==> src/rtl/xcvr_pkg.sv <==
package xcvr_pkg;

  typedef struct packed {
    logic a_en;
    logic b_en;
  } drive_t;

  function automatic drive_t drive_decode(input logic oe_n, input logic dir);
    drive_t d;
    d.a_en = ~oe_n & ~dir;
    d.b_en = ~oe_n & dir;
    return d;
  endfunction

endpackage

==> src/rtl/xcvr_capture_reg.sv <==
module xcvr_capture_reg #(
  parameter int W = 8
) (
  input  logic         clk,
  input  logic         rst,
  input  logic         strobe,
  input  logic [W-1:0] din,
  output logic [W-1:0] q
);

  logic strobe_q;
  logic load;

  assign load = strobe & ~strobe_q;

  always_ff @(posedge clk) begin
    if (rst) begin
      strobe_q <= 1'b0;
      q        <= '0;
    end else begin
      strobe_q <= strobe;
      if (load) q <= din;
    end
  end


  cap_load_chk: assert property (@(posedge clk) disable iff (rst)
    (strobe && !strobe_q) |=> (q == $past(din)));


  cap_hold_chk: assert property (@(posedge clk) disable iff (rst)
    !(strobe && !strobe_q) |=> $stable(q));

endmodule

==> src/rtl/xcvr_drive_ctl.sv <==
module xcvr_drive_ctl
  import xcvr_pkg::*;
(
  input  logic clk,
  input  logic rst,
  input  logic oe_n,
  input  logic dir,
  output logic a_oe,
  output logic b_oe
);

  drive_t nxt;

  always_comb nxt = drive_decode(oe_n, dir);

  always_ff @(posedge clk) begin
    if (rst) begin
      a_oe <= 1'b0;
      b_oe <= 1'b0;
    end else begin
      a_oe <= nxt.a_en;
      b_oe <= nxt.b_en;
    end
  end


  one_bus_chk: assert property (@(posedge clk) !(a_oe && b_oe));


  isolate_chk: assert property (@(posedge clk) disable iff (rst)
    oe_n |=> (!a_oe && !b_oe));


  dir_b_chk: assert property (@(posedge clk) disable iff (rst)
    (!oe_n && dir) |=> (b_oe && !a_oe));


  rst_off_chk: assert property (@(posedge clk)
    rst |=> (!a_oe && !b_oe));

endmodule

==> src/rtl/xcvr_out_mux.sv <==
module xcvr_out_mux #(
  parameter int W = 8
) (
  input  logic         clk,
  input  logic         rst,
  input  logic         sel,
  input  logic [W-1:0] live,
  input  logic [W-1:0] stored,
  output logic [W-1:0] dout
);

  logic [W-1:0] pick;

  always_comb pick = sel ? stored : live;

  always_ff @(posedge clk) begin
    if (rst) dout <= '0;
    else     dout <= pick;
  end


  live_path_chk: assert property (@(posedge clk) disable iff (rst)
    !sel |=> (dout == $past(live)));


  rst_zero_chk: assert property (@(posedge clk)
    rst |=> (dout == '0));

endmodule

==> src/rtl/xcvr_reg_bus.sv <==
module xcvr_reg_bus #(
  parameter int W = 8
) (
  input  logic         clk,
  input  logic         rst,
  input  logic         oe_n,
  input  logic         dir,
  input  logic         sel_ab,
  input  logic         sel_ba,
  input  logic         cap_ab,
  input  logic         cap_ba,
  input  logic [W-1:0] a_in,
  input  logic [W-1:0] b_in,
  output logic [W-1:0] a_out,
  output logic         a_oe,
  output logic [W-1:0] b_out,
  output logic         b_oe
);

  localparam int NDIR = 2;

  logic [NDIR-1:0]        strobe_v;
  logic [NDIR-1:0]        sel_v;
  logic [NDIR-1:0][W-1:0] src_v;
  logic [NDIR-1:0][W-1:0] held_v;
  logic [NDIR-1:0][W-1:0] out_v;

  // index 0: A to B, index 1: B to A
  assign strobe_v = {cap_ba, cap_ab};
  assign sel_v    = {sel_ba, sel_ab};
  assign src_v    = {b_in, a_in};

  for (genvar g = 0; g < NDIR; g++) begin : g_path
    xcvr_capture_reg #(.W(W)) i_cap (
      .clk    (clk),
      .rst    (rst),
      .strobe (strobe_v[g]),
      .din    (src_v[g]),
      .q      (held_v[g])
    );

    xcvr_out_mux #(.W(W)) i_mux (
      .clk    (clk),
      .rst    (rst),
      .sel    (sel_v[g]),
      .live   (src_v[g]),
      .stored (held_v[g]),
      .dout   (out_v[g])
    );
  end

  assign b_out = out_v[0];
  assign a_out = out_v[1];

  xcvr_drive_ctl i_drv (
    .clk  (clk),
    .rst  (rst),
    .oe_n (oe_n),
    .dir  (dir),
    .a_oe (a_oe),
    .b_oe (b_oe)
  );

endmodule

==> config.mk <==
export PLATFORM = sky130hd
export DESIGN_NAME = xcvr_reg_bus
export DESIGN_NICKNAME = d
export VERILOG_FILES = /design/src/rtl/xcvr_pkg.sv /design/src/rtl/xcvr_capture_reg.sv /design/src/rtl/xcvr_drive_ctl.sv /design/src/rtl/xcvr_out_mux.sv /design/src/rtl/xcvr_reg_bus.sv
export SDC_FILE = /design/constraint.sdc
export NUM_CORES = 1
export LEC_CHECK = 0
export ABC_AREA = 1
export BUFFER_PORTS_ARGS = -buffer_cell sky130_fd_sc_hd__buf_2
export CAP_MARGIN = 25
export CORE_ASPECT_RATIO = 0.9
export CORE_MARGIN = 2
export CORE_UTILIZATION = 44
export CTS_CLUSTER_SIZE = 10
export DETAILED_ROUTE_END_ITERATION = 8
export HOLD_SLACK_MARGIN = 0.05
export PLACE_DENSITY = 0.7
export SLEW_MARGIN = 5
export SYNTH_ARGS = -nofsm -noshare
export SYNTH_HDL_FRONTEND = slang
export SYNTH_SLANG_ARGS = --single-unit
==> constraint.sdc <==
create_clock -name clk -period 1.6 [get_ports clk]
set_input_delay 0.32 -clock clk [delete_from_list [all_inputs] [get_ports clk]]
set_output_delay 0.32 -clock clk [all_outputs]
set_load 0.02 [all_outputs]
==> results.py, run 1 <==
metrics = {
    "clock_network": {
        "cts_setup_buffers": 0,
        "postCtsHoldBufs": 0,
        "clk_pin_slew_ps": 100,
        "clock_latency_ps": 330,
        "cts-resized-gates": 0,
        "ctsLongestPathBuffers": 2,
        "cts_max_level": 2,
        "cts_tree": "yes",
        "numCtsBuffers": 5,
        "cts_sinks": 36,
        "root_buffer": "clkbuf_4",
    },
    "floorplan": {
        "die_y_um": 56.6,
        "die_area_um2": 3530,
        "io_pins": 42,
        "die_w_um": 62.4,
        "fp.coreArea_um2": 3000,
        "start_util": 0.452,
        "rows": 19,
    },
    "sta": {
        "hold_violations": 0,
        "setup_viol": 0,
        "final_max_slew_viol_count": 0,
        "skew_ps": 2.95,
        "max_freq_ghz": 0.872,
        "fin_crit_sh": 0.716,
        "tightest_slew_ps": 462,
        "max_slew_margin": 0.692,
        "min_period_ps": 1150,
        "whs_ps": 147,
        "finalSetupTns_ps": 0,
        "rsz0062_at_grt": "false",
    },
    "grt": {
        "grt_pass1_wl_um": 4340,
        "grt_max_degree": 34,
        "grt_overflow_total": 0,
        "grt_pass1_vias": 999,
        "track_usage": 0.159,
        "antenna_found_initial": 0,
    },
    "flow_run": {
        "max-cap-violations": 0,
    },
    "setup_path": {
        "rr_startpoint": "g_path[1].i_cap.strobe_q",
        "critical_path.top_delay_family": "flip-flops",
        "cp.required_ps": 1280,
        "path_cells": "buf_2",
        "critical_path.max_stage_delay_ps": 330,
        "crit_slowest_cell": "dfxtp_1",
        "criticalPathCategory": "flip-flop to primary output",
        "endpoint_kind": "primary output",
        "cp.buffers_inverters": 1,
        "rrSetupSlack_ps": 720,
        "cp_max_fo": 1,
        "crit_path_start_kind": "flip-flop",
        "cp.arrival_ps": 830,
        "r2r_end": "g_path[1].i_cap.q[2]",
        "reg2reg_depth": 4,
    },
    "final_layout": {
        "fin_nets": 250,
        "fin_util": 0.543,
        "n_antenna_cell": 0,
        "syn_to_final_growth_pct": 20.3,
        "n_fill_cell": 333,
        "drive_above_1_share": 0.229,
    },
    "yosys": {
        "synth_most_common_cell": "nor2_1",
        "syn-num-nets": 207,
        "yosysWarnings": 0,
        "synth_ff_type": "dfxtp_1",
        "syn_inst": 183,
        "syn-cell-area_um2": 1350,
        "synth_edf_count": 0,
        "yosys.area.top_type": "dfxtp_1",
        "synth_commonest_cells": "67 x nor2_1, 36 x dfxtp_1, 20 x inv_1",
        "synth_top_area_frac": 0.533,
        "synth.distinct_cells": 13,
        "synthTopCellsByArea": "dfxtp_1 53%, nor2_1 19%, nand3_1 5.9%",
        "synth-seq-area-share": 0.533,
        "syn-mean-instance-area_um2": 7.39,
        "ys_seq_elements": 36,
        "async_flop_share": 0,
    },
    "detailed_routing": {
        "route.vias.total": 1179,
        "drtPass1Iterations": 4,
        "avgViaCountPerCell": 4.38,
        "drc": 0,
        "drtIter0Drc": 45,
        "wirelength_um": 2500,
        "wire_per_inst_um": 9.29,
        "antenna_left": 0,
    },
    "pwr": {
        "finalPower_w": 0.00173,
        "p_leak_nw": 0.868,
        "p_per_area_nw_per_um2": 1060,
        "irDropWorstVdd_mv": 0.586,
    },
    "run_status": {
        "status": "complete, no violations",
    },
    "min_path": {
        "hold_path_depth": 2,
        "hold_start": "oe_n",
        "hold_class": "input pin to flip-flop",
        "holdPathEnd": "i_drv.b_oe",
    },
    "placement": {
        "io_buffer_count": 41,
        "hpwl_um": 1700,
        "gp_congestion": 0.776,
    },
}
-- routing by layer --
layer / part of all wire / global-route usage / wire length, µm
met4: 0.024 / 0.0984 / 60
met1: 0.49 / 0.208 / 1220
met3: 0.049 / 0.0421 / 123
met5: 0 / 0 / 0
met2: 0.44 / 0.233 / 1100
-- area by class of cell --
type | instances | area, µm² | area share
inverters | 23 | 86.3 | 0.0531
repair buffers | 41 | 205 | 0.126
flip-flops and latches | 36 | 721 | 0.443
multi-input cells | 119 | 503 | 0.309
well taps | 42 | 52.6 | 0.0323
clock buffers | 8 | 58.8 | 0.0362
-- layout by cell type (no fill, tap or decap) --
master,netlist,routed
nand3_1,16,16
nor2_4,2,2
o21ai_1,1,1
dfxtp_1,36,36
inv_2,3,3
inv_1,20,20
nor3_1,1,1
clkbuf_1,0,2
buf_2,1,41
nand2_1,17,17
clkbuf_4,0,5
clkbuf_8,0,1
nor2_1,67,67
o21ai_0,15,15
-- cells by family after synthesis --
group,after synthesis,share of synthesized area
compound gates,16,0.0592
flops,36,0.533
buf+inv,28,0.0953
simple gates,103,0.313
-- where the power goes --
group / total [W] / internal, W / switching, W
Sequential: 0.000981 / 0.000959 / 0.0000222
Combinational: 0.000247 / 0.0000913 / 0.000156
Clock: 0.000498 / 0.000217 / 0.000281
-- stage by stage --
step	instance area [µm²]	cells	setup slack (ps)
after floorplan	1350	183	808
after global routing	1630	269	386
after detailed placement	1570	261	428
after CTS	1630	269	443
after global placement	1570	261	423
final	1630	269	454
-- state kept, by name, indices dropped and copies added (netlist names) --
register / flops
g_path.i_cap.q: 16
g_path.i_mux.dout: 16
g_path.i_cap.strobe_q: 2
i_drv.a_oe: 1
i_drv.b_oe: 1
-- worst max-delay path by stage --
stage / startpoint / endpoint / slack (ps) / depth (start not counted)
5_1_grt: g_path[0].i_mux.dout[7] / b_out[7] / 390 / 1
4_1_cts: g_path[0].i_mux.dout[7] / b_out[7] / 440 / 1
3_5_place_dp: rst / g_path[1].i_mux.dout[1] / 430 / 4
6_report: g_path[0].i_mux.dout[7] / b_out[7] / 450 / 1
2_1_floorplan: cap_ab / g_path[0].i_cap.q[0] / 810 / 5
3_3_place_gp: rst / g_path[1].i_mux.dout[1] / 420 / 4
Note: power is estimated with default switching activity, not from simulation.
==> run 2: changes to the inputs <==
Settings changed: PLACE_DENSITY 0.7 to 0.73.
Clock period 1.6 ns to 0.95 ns, I/O delays scaled along.
==> results.py, run 2 (synthesis results as in run 1) <==
metrics = {
    "clock_network": {
        "cts_sinks": 36,
        "root_buffer": "clkbuf_4",
        "ctsLongestPathBuffers": 2,
        "clock_latency_ps": 330,
        "cts_tree": "yes",
        "clk_pin_slew_ps": 100,
        "numCtsBuffers": 5,
        "cts_max_level": 2,
        "cts_setup_buffers": 0,
    },
    "flow_run": {
        "max-cap-violations": 0,
    },
    "setup_path": {
        "cp.arrival_ps": 790,
        "criticalPathCategory": "flip-flop to primary output",
        "critical_path.top_delay_family": "flip-flops",
        "cp.buffers_inverters": 1,
        "crit_slowest_cell": "dfxtp_2",
        "critical_path.max_stage_delay_ps": 340,
        "path_cells": "buf_6",
        "r2r_end": "g_path[0].i_cap.q[7]",
        "cp_max_fo": 1,
        "crit_path_start_kind": "flip-flop",
        "rrSetupSlack_ps": 100,
        "cp-startpoint": "g_path[1].i_mux.dout[3]",
        "cp.required_ps": 760,
        "rr_startpoint": "g_path[0].i_cap.strobe_q",
        "reg2reg_depth": 4,
        "endpoint_kind": "primary output",
    },
    "placement": {
        "placed_cells": 264,
        "gp_congestion": 0.704,
        "post-place-ws_ps": 87.9,
        "io_buffer_count": 41,
        "hpwl_um": 1840,
    },
    "min_path": {
        "hold_class": "input pin to flip-flop",
        "hold_start": "rst",
        "holdPathEnd": "i_drv.a_oe",
        "hold_path_depth": 2,
    },
    "grt": {
        "grt_pass1_vias": 1135,
        "antenna_found_initial": 0,
        "grt_pass1_wl_um": 4810,
        "grt_max_degree": 34,
        "track_usage": 0.176,
        "grt_overflow_total": 0,
    },
    "detailed_routing": {
        "avgViaCountPerCell": 4.45,
        "drc": 0,
        "drtIter0Drc": 35,
        "antenna_left": 0,
        "drtPass1Iterations": 4,
        "wire_per_inst_um": 9.97,
        "wirelength_um": 2730,
        "route.vias.total": 1220,
    },
    "floorplan": {
        "fp.coreArea_um2": 3000,
        "rows": 19,
        "die_w_um": 62.4,
        "die_area_um2": 3530,
        "die_y_um": 56.6,
        "io_pins": 42,
        "start_util": 0.452,
    },
    "pwr": {
        "finalPower_w": 0.00302,
        "p_leak_nw": 0.923,
        "p_per_area_nw_per_um2": 1660,
        "irDropWorstVdd_mv": 0.853,
    },
    "final_layout": {
        "multi_input_area_um2": 503,
        "syn_to_final_growth_pct": 34.3,
        "fin_util": 0.607,
        "fin_nets": 255,
        "n_fill_cell": 283,
        "layout_common_cells": "67 x nor2_1, 23 x buf_2, 19 x inv_1",
        "final_common_cell": "nor2_1",
        "reg.largest.list": "g_path.i_cap.q (16), g_path.i_mux.dout (16), g_path.i_cap.strobe_q (2)",
        "ff_latch_area_um2": 743,
        "n_antenna_cell": 0,
        "layout.cells.non_filler": 274,
        "drive_above_1_share": 0.319,
    },
    "sta": {
        "final_max_slew_viol_count": 0,
        "fin_crit_sh": 1.03,
        "skew_ps": 2.40,
        "max_slew_margin": 0.817,
        "max_freq_ghz": 1.02,
        "tightest_slew_ps": 274,
        "worst_slack_ps": -31.6,
        "rsz0062_at_grt": "true",
        "min_period_ps": 982,
        "hold_violations": 0,
        "setup_viol": 18,
    },
    "run_status": {
        "status": "complete, but fails checks",
        "violations": "negative setup slack",
    },
}
## run 2: cell count changes in the layout (fill, tap and decap cells not counted), sizes merged
cell | before | now
buf | 41 | 44
dlygate4sd3 | 0 | 2
## run 2: worst max-delay path by stage
| stage | to | slack (ps) | depth (start not counted) |
|---|---|---|---|
| floorplan | g_path[0].i_cap.q[7] | 200 | 4 |
| global placement | g_path[1].i_cap.q[0] | 110 | 4 |
| detailed placement | g_path[1].i_cap.q[7] | 90 | 4 |
| CTS | a_out[3] | -40 | 1 |
| global route | b_oe | -80 | 1 |
| finish | a_out[3] | -30 | 1 |
## run 2: what timing repair did
item	in CTS	in global routing
hold buffers	2	0
gates cloned	0	0
pin swaps	0	0
hold endpoints to repair	2	0
gates resized for setup	54	1
setup endpoints to repair	18	25
## run 2: power breakdown
group	switching, W	internal [W]
Sequential	0.0000522	0.00163
Clock	0.000478	0.000365
Combinational	0.000270	0.000231
## run 2: area by class of cell
cell class | instances | share of cell area
clock buffer | 8 | 0.0324
inverter | 23 | 0.0475
tap | 42 | 0.0289
sequential | 36 | 0.409
timing repair buffer | 46 | 0.205
multi-input combinational | 119 | 0.277
## run 2: per-layer routing
layer / share of wire / vias up / global-route usage
met2: 0.46 / 25 / 0.290
met1: 0.48 / 536 / 0.210
met3: 0.033 / 7 / 0.0381
met4: 0.026 / 0 / 0.105
met5: 0 / - / 0
li1: - / 652 / -
## run 2: per-stage QoR
step                      hold slack (ps)  setup TNS, ps  instance area, µm²
after floorplan                       261              0                1350
after global placement                364              0                1600
after detailed placement              370              0                1600
after CTS                            51.4           -575                1820
after global routing                 60.9          -1070                1820
final                                55.2           -371                1820
==> run 3: changes to the inputs <==
Settings changed: CORE_ASPECT_RATIO 0.9 to 0.75.
==> results.py, run 3 (synthesis results as in run 1) <==
metrics = {
    "sta": {
        "max_slew_margin": 0.800,
        "setup_viol": 0,
        "skew_ps": 3.43,
        "finalSetupTns_ps": 0,
        "max_freq_ghz": 1.08,
        "final_max_slew_viol_count": 0,
        "whs_ps": 56.8,
        "fin_crit_sh": 0.977,
        "tightest_slew_ps": 299,
        "min_period_ps": 928,
        "rsz0062_at_grt": "true",
        "hold_violations": 0,
    },
    "min_path": {
        "hold_class": "input pin to flip-flop",
        "hold_start": "oe_n",
        "holdPathEnd": "i_drv.b_oe",
        "hold_path_depth": 2,
    },
    "floorplan": {
        "die_w_um": 68.0,
        "start_util": 0.461,
        "rows": 17,
        "die_y_um": 52.0,
        "io_pins": 42,
        "die_area_um2": 3540,
        "fp.coreArea_um2": 2940,
    },
    "setup_path": {
        "cp.required_ps": 760,
        "crit_slowest_cell": "dfxtp_2",
        "critical_path.top_delay_family": "flip-flops",
        "criticalPathCategory": "flip-flop to primary output",
        "reg2reg_depth": 4,
        "cp.arrival_ps": 740,
        "rrSetupSlack_ps": 100,
        "cp-startpoint": "g_path[1].i_mux.dout[2]",
        "cp_max_fo": 1,
        "rr_startpoint": "g_path[0].i_cap.strobe_q",
        "path_cells": "buf_6",
        "r2r_end": "g_path[0].i_cap.q[1]",
        "cp.buffers_inverters": 1,
        "critical_path.max_stage_delay_ps": 340,
        "crit_path_start_kind": "flip-flop",
        "endpoint_kind": "primary output",
    },
    "detailed_routing": {
        "antenna_left": 0,
        "route.vias.total": 1223,
        "drtIter0Drc": 46,
        "wirelength_um": 2660,
        "drtPass1Iterations": 4,
        "avgViaCountPerCell": 4.56,
        "drc": 0,
        "wire_per_inst_um": 9.93,
    },
    "run_status": {
        "status": "complete, no violations",
    },
    "clock_network": {
        "clk_pin_slew_ps": 70,
        "clock_latency_ps": 290,
        "cts_setup_buffers": 0,
        "cts_tree": "yes",
        "cts_sinks": 36,
        "cts_max_level": 2,
        "ctsLongestPathBuffers": 2,
        "cts-resized-gates": 4,
        "root_buffer": "clkbuf_8",
        "numCtsBuffers": 5,
        "postCtsHoldBufs": 0,
    },
    "pwr": {
        "clock_power_share": 0.406,
        "p_leak_nw": 0.933,
        "irDropWorstVdd_mv": 1.47,
        "switching_share": 0.236,
        "p_int_w": 0.00275,
        "power.net_switching_w": 0.000852,
        "p_per_area_nw_per_um2": 2000,
        "seqPwrFrac": 0.462,
        "comb_power_share": 0.132,
    },
    "final_layout": {
        "final_common_cell": "nor2_1",
        "n_antenna_cell": 0,
        "fin_util": 0.615,
        "fin_area_um2": 1800,
        "drive_above_1_share": 0.274,
        "layout_common_cells": "67 x nor2_1, 30 x dfxtp_1, 24 x buf_2",
        "reg.largest.list": "g_path.i_cap.q (16), g_path.i_mux.dout (16), g_path.i_cap.strobe_q (2)",
        "syn_to_final_growth_pct": 33.4,
        "fin_nets": 253,
    },
    "grt": {
        "track_usage": 0.177,
        "antenna_found_initial": 0,
        "grt_pass1_vias": 1072,
        "grt_overflow_total": 0,
        "grt_max_degree": 34,
        "grt_pass1_wl_um": 4480,
    },
    "flow_run": {
        "max-cap-violations": 0,
    },
    "placement": {
        "io_buffer_count": 41,
        "hpwl_um": 1800,
        "gp_congestion": 0.790,
        "post_dp_cell_area_um2": 1600,
    },
}
[run 3: cell count changes in the layout (fill, tap and decap cells not counted), sizes merged]
cell	before	now
bufinv	0	1
clkbuf	8	7
dlygate4sd3	2	0
[run 3: worst max path at each step]
stage	slack, ps	cells after the start	end
2_1_floorplan	200	4	g_path[0].i_cap.q[7]
3_3_place_gp	120	5	g_path[0].i_mux.dout[7]
3_5_place_dp	110	5	g_path[1].i_mux.dout[0]
4_1_cts	1	1	b_oe
5_1_grt	-8	1	a_out[2]
6_report	20	1	a_out[2]
[run 3: area by class of cell]
type                            count  area [µm²]
Timing Repair Buffer               44         313
Clock inverter                      1        30.0
Sequential cell                    36         728
Clock buffer                        7        96.3
Multi-Input combinational cell    119         503
Tap cell                           38        47.5
Inverter                           23        86.3
Fill cell                         256        1130
[run 3: per-layer routing]
metal,share of wire,routed length (µm),track usage
met3,0.065,174,0.0541
met5,0,0,0
met2,0.42,1130,0.243
met1,0.49,1300,0.236
met4,0.022,58,0.120
[run 3: per-stage QoR]
stage / std cells / total power (W) / setup slack (ps)
floorplan: 183 / 0.00197 / 200
global placement: 260 / 0.00212 / 122
detailed placement: 260 / 0.00212 / 114
CTS: 268 / 0.00359 / 1.30
global route: 268 / 0.00378 / -8.34
finish: 268 / 0.00360 / 22.0
[run 3: power groups by stage]
| stage | clock network, W | registers, W | logic, W |
|---|---|---|---|
| final | 0.00146 | 0.00167 | 0.000477 |
| after global routing | 0.00157 | 0.00168 | 0.000540 |
| after CTS | 0.00149 | 0.00166 | 0.000445 |
| after detailed placement | 0 | 0.00169 | 0.000435 |
| after global placement | 0 | 0.00169 | 0.000433 |
| after floorplan | 0 | 0.00175 | 0.000219 |
